## src/rtl/pbs_pkg.sv

```systemverilog
package pbs_pkg;

    localparam int LANE_W = 9;

    // low two address bits of a burst beat
    function automatic logic [1:0] burst_offset(input logic [1:0] base,
                                                input logic [1:0] cnt,
                                                input logic       ilv);
        return ilv ? (base ^ cnt) : (base + cnt);
    endfunction

endpackage

```

## src/rtl/pbs_burst_addr.sv

```systemverilog
module pbs_burst_addr #(
    parameter int AW = 6
) (
    input  logic          clk,
    input  logic          rst_n,
    input  logic          load_i,
    input  logic          adv_i,
    input  logic          ilv_i,
    input  logic [AW-1:0] addr_i,
    output logic [AW-1:0] acc_addr_o
);
    typedef struct packed {
        logic [AW-1:0] base;
        logic [1:0]    cnt;
    } ctr_t;

    ctr_t ctr_d, ctr_q;

    always_comb begin
        ctr_d = ctr_q;
        if (load_i) begin
            ctr_d.base = addr_i;
            ctr_d.cnt  = 2'd0;
        end else if (adv_i) begin
            ctr_d.cnt  = ctr_q.cnt + 2'd1;
        end
        acc_addr_o = {ctr_d.base[AW-1:2],
                      pbs_pkg::burst_offset(ctr_d.base[1:0], ctr_d.cnt, ilv_i)};
    end

    always_ff @(posedge clk or negedge rst_n) begin
        if (!rst_n) ctr_q <= '0;
        else        ctr_q <= ctr_d;
    end

    // a load restarts the count, an advance steps it by one
    assert_burst_restart_R3: assert property (@(posedge clk) disable iff (!rst_n)
        load_i |=> ctr_q.cnt == 2'd0);
    assert_burst_step_R3: assert property (@(posedge clk) disable iff (!rst_n)
        (!load_i && adv_i) |=> ctr_q.cnt == $past(ctr_q.cnt) + 2'd1);
    // no load and no advance keeps the burst state
    assert_burst_hold_R5: assert property (@(posedge clk) disable iff (!rst_n)
        (!load_i && !adv_i) |=> $stable(ctr_q));

endmodule

```

## src/rtl/pbs_lane_store.sv

```systemverilog
module pbs_lane_store #(
    parameter int DEPTH = 64,
    localparam int AW   = $clog2(DEPTH)
) (
    input  logic                      clk,
    input  logic                      we_i,
    input  logic                      re_i,
    input  logic [AW-1:0]             addr_i,
    input  logic [pbs_pkg::LANE_W-1:0] wdata_i,
    output logic [pbs_pkg::LANE_W-1:0] rdata_o
);
    logic [pbs_pkg::LANE_W-1:0] mem [DEPTH];
    logic [pbs_pkg::LANE_W-1:0] rdata_q;

    always_ff @(posedge clk) begin
        if (we_i) mem[addr_i] <= wdata_i;
        if (re_i) rdata_q     <= mem[addr_i];
    end

    assign rdata_o = rdata_q;

endmodule

```

## src/rtl/pbs_sram.sv

```systemverilog
module pbs_sram #(
    parameter int DEPTH = 64,
    parameter int LANES = 2,
    localparam int AW   = $clog2(DEPTH),
    localparam int DW   = LANES * pbs_pkg::LANE_W
) (
    input  logic             clk,
    input  logic             rst_n,
    input  logic [AW-1:0]    addr_i,
    input  logic             adsp_n,
    input  logic             adsc_n,
    input  logic             adv_n,
    input  logic             ce_n,
    input  logic             gw_n,
    input  logic             bwe_n,
    input  logic [LANES-1:0] bw_n,
    input  logic             burst_ilv,
    input  logic             oe_n,
    input  logic [DW-1:0]    din,
    output logic [DW-1:0]    dout,
    output logic             dout_vld
);
    typedef struct packed {
        logic             sel;
        logic             acc;
        logic [LANES-1:0] lane_we;
        logic [AW-1:0]    addr;
        logic [DW-1:0]    data;
        logic             rd_vld;
    } pipe_t;

    pipe_t         pipe_d, pipe_q;
    logic          load_c, adv_c;
    logic [AW-1:0] acc_addr;
    logic [DW-1:0] rd_word;
    logic          rd_act;

    pbs_burst_addr #(.AW(AW)) u_addr (
        .clk        (clk),
        .rst_n      (rst_n),
        .load_i     (load_c),
        .adv_i      (adv_c),
        .ilv_i      (burst_ilv),
        .addr_i     (addr_i),
        .acc_addr_o (acc_addr)
    );

    always_comb begin
        load_c = !adsp_n || !adsc_n;
        adv_c  = !load_c && !adv_n && pipe_q.sel;
        pipe_d = pipe_q;
        pipe_d.sel  = load_c ? !ce_n : pipe_q.sel;
        pipe_d.acc  = pipe_d.sel;
        pipe_d.addr = acc_addr;
        pipe_d.data = din;
        if (!pipe_d.sel || (load_c && !adsp_n)) pipe_d.lane_we = '0;
        else if (!gw_n)                         pipe_d.lane_we = '1;
        else if (!bwe_n)                        pipe_d.lane_we = ~bw_n;
        else                                    pipe_d.lane_we = '0;
        pipe_d.rd_vld = pipe_q.acc && (pipe_q.lane_we == '0);
    end

    always_ff @(posedge clk or negedge rst_n) begin
        if (!rst_n) pipe_q <= '0;
        else        pipe_q <= pipe_d;
    end

    assign rd_act = pipe_q.acc && (pipe_q.lane_we == '0);

    for (genvar gi = 0; gi < LANES; gi++) begin : g_lane
        pbs_lane_store #(.DEPTH(DEPTH)) u_lane (
            .clk     (clk),
            .we_i    (pipe_q.acc && pipe_q.lane_we[gi]),
            .re_i    (rd_act),
            .addr_i  (pipe_q.addr),
            .wdata_i (pipe_q.data[gi*pbs_pkg::LANE_W +: pbs_pkg::LANE_W]),
            .rdata_o (rd_word[gi*pbs_pkg::LANE_W +: pbs_pkg::LANE_W])
        );
    end

    assign dout_vld = pipe_q.rd_vld && !oe_n;
    assign dout     = dout_vld ? rd_word : '0;

    // processor-strobe loads never write
    assert_adsp_read_R2: assert property (@(posedge clk) disable iff (!rst_n)
        !adsp_n |=> pipe_q.lane_we == '0);
    // global write on a controller load covers every lane
    assert_global_all_R7: assert property (@(posedge clk) disable iff (!rst_n)
        (adsp_n && !adsc_n && !ce_n && !gw_n) |=> &pipe_q.lane_we);
    // byte writes follow the inverted lane inputs
    assert_byte_lanes_R6: assert property (@(posedge clk) disable iff (!rst_n)
        (adsp_n && !adsc_n && !ce_n && gw_n && !bwe_n) |=> pipe_q.lane_we == ~$past(bw_n));
    // a deselecting load leaves no access
    assert_deselect_R9: assert property (@(posedge clk) disable iff (!rst_n)
        (load_c && ce_n) |=> !pipe_q.acc);
    // held read data always comes from a read access one edge earlier
    assert_read_follow_R1: assert property (@(posedge clk) disable iff (!rst_n)
        pipe_q.rd_vld |-> $past(pipe_q.acc && pipe_q.lane_we == '0));
    // a high output enable leaves the bus quiet
    always_comb begin
        if (rst_n && oe_n) assert_oe_quiet_R10: assert (!dout_vld && dout == '0);
    end

endmodule

```

## config.mk

```make
export PLATFORM = sky130hd
export DESIGN_NAME = pbs_sram
export DESIGN_NICKNAME = d
export VERILOG_FILES = /design/src/rtl/pbs_pkg.sv /design/src/rtl/pbs_burst_addr.sv /design/src/rtl/pbs_lane_store.sv /design/src/rtl/pbs_sram.sv
export SDC_FILE = /design/constraint.sdc
export NUM_CORES = 1
export LEC_CHECK = 0
export ABC_AREA = 1
export BUFFER_PORTS_ARGS = -buffer_cell sky130_fd_sc_hd__buf_2
export CORE_UTILIZATION = 57
export CTS_CLUSTER_SIZE = 24
export DETAILED_ROUTE_END_ITERATION = 7
export PLACE_DENSITY = 0.76
export SKIP_LAST_GASP = 1
export SLEW_MARGIN = 25
export SYNTH_ARGS = -nofsm -noshare
export SYNTH_HDL_FRONTEND = slang
export SYNTH_SLANG_ARGS = --single-unit
```

## constraint.sdc

```tcl
create_clock -name clk -period 2.4 [get_ports clk]
set_input_delay 0.6 -clock clk [delete_from_list [all_inputs] [get_ports clk]]
set_output_delay 0.6 -clock clk [all_outputs]
set_load 0.05 [all_outputs]
```

==> flow_summary_export.csv <==
group,metric,value,unit
timing,fmaxAchievable,414,MHz
drt,wl,131,mm
critical_path,slowest_delay,0.34,ns
timing,slew_headroom,0.468,
critical_path,arrival,1.82,ns
cts,cts_buffer_depth,3,
power,ir_worst_vdd,0.000648,V
final_layout,layout_commonest_cell,"nand2_1",
placed_design,place_hpwl,78.9,mm
final_layout,drive_gt1_frac,0.109,
min_path,holdPathStages,1,
synth,ys_types,31,
grt,met1_usage,0.387,
grt,antenna_found_initial,0,
cts,cts_tree,"done",
floorplanning,die_h,301,um
synth,syn_nets,5022,
drt,wl_per_cell,20.3,um
drt,via_count,35600,
floorplanning,core,88400,sq um
critical_path,cp_data_required_time,1.80,ns
critical_path,path_buf_inv,4,
placed_design,gp_congestion,0.920,
critical_path,crit_chain,"inv_2 -> nor2_4 -> clkinv_4 -> buf_12 -> nor2_1 -> buf_6",
final_layout,layout_common_cells,"nand2_1, edfxtp_1, buf_4, nor3_1, clkbuf_16",
min_path,worstHoldStart,"din[15]",
cts,clk_latency,0.71,ns
synth,ys_seq_elements,1202,
timing,slew_violations,0,
timing,tightest_slew,0.799,ns
run_status,violations,"setup timing",
power,p_total,0.0458,W
critical_path,r2r_setup_slack,0.02,ns
cts,clock_sinks,1202,
timing,hold_viol_final,0,
synth,ys.flop_type,"edfxtp_1",
timing,finalSetupViolations,1,
floorplanning,die_area,90300,sq um
grt,grt_pass1_wl,199,mm
final_layout,diodes,0,
grt,met3_usage,0.0489,
synth,synth_area,50800,sq um
critical_path,critPathSlowestCell,"dfrtp_1",
synth,synth-edff-count,1170,
floorplanning,ios,55,
critical_path,path_class,"flop to output port",
drt,vias_per_cell,5.52,
min_path,hold_end,"pipe_q[16]$_DFF_PN0_",
critical_path,crit_fanout,7,
critical_path,r2r-start,"pipe_q[19]$_DFF_PN0_",
floorplanning,initial_core_util,0.575,
timing,rsz0062_at_grt,"true",
timing,fin_worst_hold_slack,0.0461,ns
drt,drc_errors,0,
cts,cts_buffers,115,
placed_design,pre_cts_slack,-0.0455,ns
final_layout,nets,5223,
final_layout,area.growth.synth_to_final,14.4,%
critical_path,worst-r2r-cell-count,6,
drt,drtPass1Iterations,6,
floorplanning,rows,109,
cts,root_buffer,"clkbuf_16",
drt,antenna_left,0,
synth,ys_warn_count,0,
grt,grt_pass1_vias,34700,
grt,use_met2,0.474,
power,powerDensity,789,nW/um^2
min_path,hold_path_class,"input port to flop",
timing,finalCritPeriodShare,1.01,
synth,syn_inst,4985,
critical_path,startpoint_type,"flop",
run_status,status,"finished, violations left",
drt,drtIter0Drc,4170,
cts,cts.clk_slew.worst_paths,0.06,ns
grt,grt_busiest_layer,"met2",
grt,overflow,0,
synth,yosysSeqAreaShare,0.707,
critical_path,cp-end-kind,"output port",
synth,synthArstFlopShare,0.0266,
floorplanning,die_w,301,um
timing,fin_skew,0.0437,ns
critical_path,critical_path.top_delay_family,"buffers and inverters",
grt,grt_usage,0.292,
timing,min_period,2.42,ns
synth,avgSynthCellArea,10.2,sq um
placed_design,io_buffer_count,54,
timing,setup_ws,-0.0162,ns
power,p_leak,24.6,nW
critical_path,r2r-end,"g_lane[0].u_lane.mem[55][1]$_DFFE_PP_",
cts,htree_levels,3,
flow_run,drv_cap,0,
grt,grt_start_max_net_pins,123,
[cells by family after synthesis]
group,share of synthesized area
and+or+nand+nor,0.260
DFF,0.707
buffers and inverters,0.0300
AOI/OAI and AO/OA,0.00202
xor gates and xnor gates,0.000345
adders and majority gates,0.000246
[how the worst max path moves through the flow]
| stage | startpoint | endpoint | slack [ns] | cells past startpoint |
|---|---|---|---|---|
| floorplan | oe_n | dout[0] | -0.05 | 3 |
| global placement | pipe_q[19]$_DFF_PN0_ | g_lane[1].u_lane.mem[4][0]$_DFFE_PP_ | -0.02 | 6 |
| detailed placement | pipe_q[19]$_DFF_PN0_ | g_lane[1].u_lane.mem[12][0]$_DFFE_PP_ | -0.05 | 6 |
| CTS | pipe_q[0]$_DFF_PN0_ | dout[17] | -0.03 | 6 |
| global route | pipe_q[0]$_DFF_PN0_ | dout[17] | -0.1 | 6 |
| finish | pipe_q[0]$_DFF_PN0_ | dout[17] | -0.02 | 6 |
[worst register-to-register path, cell delays in order (launching register included)]
cell and delay (ns):
dfrtp_4 0.54, buf_12 0.21, buf_16 0.32, nand2_1 0.12, buf_4 0.20, nor3_1 0.39
buf_4 0.28
[synthesized netlist by cell type, types with 7 or more instances]
cell	n	area, sq um
nand2_1	3205	12000
edfxtp_1	1170	35100
nor3_1	128	641
buf_2	118	591
clkbuf_1	79	297
nor2_1	73	274
inv_1	41	154
buf_4	34	255
dfrtp_1	32	801
buf_1	26	97.6
inv_2	13	48.8
nand3_1	13	65.1
buf_6	7	78.8
o21ai_1	7	35.0
[power by group]
group          internal, W  total (W)  leakage, nW  switching [W]
combinational      0.00130    0.00461         11.8        0.00331
sequential          0.0231     0.0234         10.9       0.000233
clock               0.0101     0.0179         1.82        0.00772
[routing by layer]
metal / part of all wire / vias to the layer above
li1: - / 16600
met1: 0.38 / 16800
met2: 0.47 / 1926
met3: 0.096 / 376
met4: 0.051 / 0
met5: 0 / -
[per-stage QoR]
step,cells,TNS (ns),cell area (sq um),util
finish,6450,-0.0162,58100,0.658
global route,6450,-0.527,58100,0.658
CTS,6449,-0.0363,58000,0.656
detailed placement,6221,-0.768,54100,0.612
global placement,6221,-0.169,54100,0.612
floorplan,4985,-0.396,50900,-
[flip-flops by register name, indices dropped and copies added, names as in the netlist]
name and flops:
g_lane.u_lane.rdata_o 18, g_lane.u_lane.mem 1152, pipe_q 25, u_addr.ctr_q 7
[timing repair]
action,in CTS,in global routing
hold buffers,12,0
buffers inserted,0,0
resized for setup,27,24
setup endpoints to repair,36,31
pin swaps,0,3
endpoints found under the hold margin,17,0
cloned,0,1
[cell type report]
class | instances | area (sq um)
sequential | 1202 | 36000
fill | 6414 | 30200
multi-input combinational | 3464 | 13500
timing repair buffer | 348 | 3250
clock buffer | 154 | 3130
tap | 1165 | 1460
clock inverter | 62 | 592
inverter | 55 | 238
Note: power is estimated with default switching activity, not from simulation.
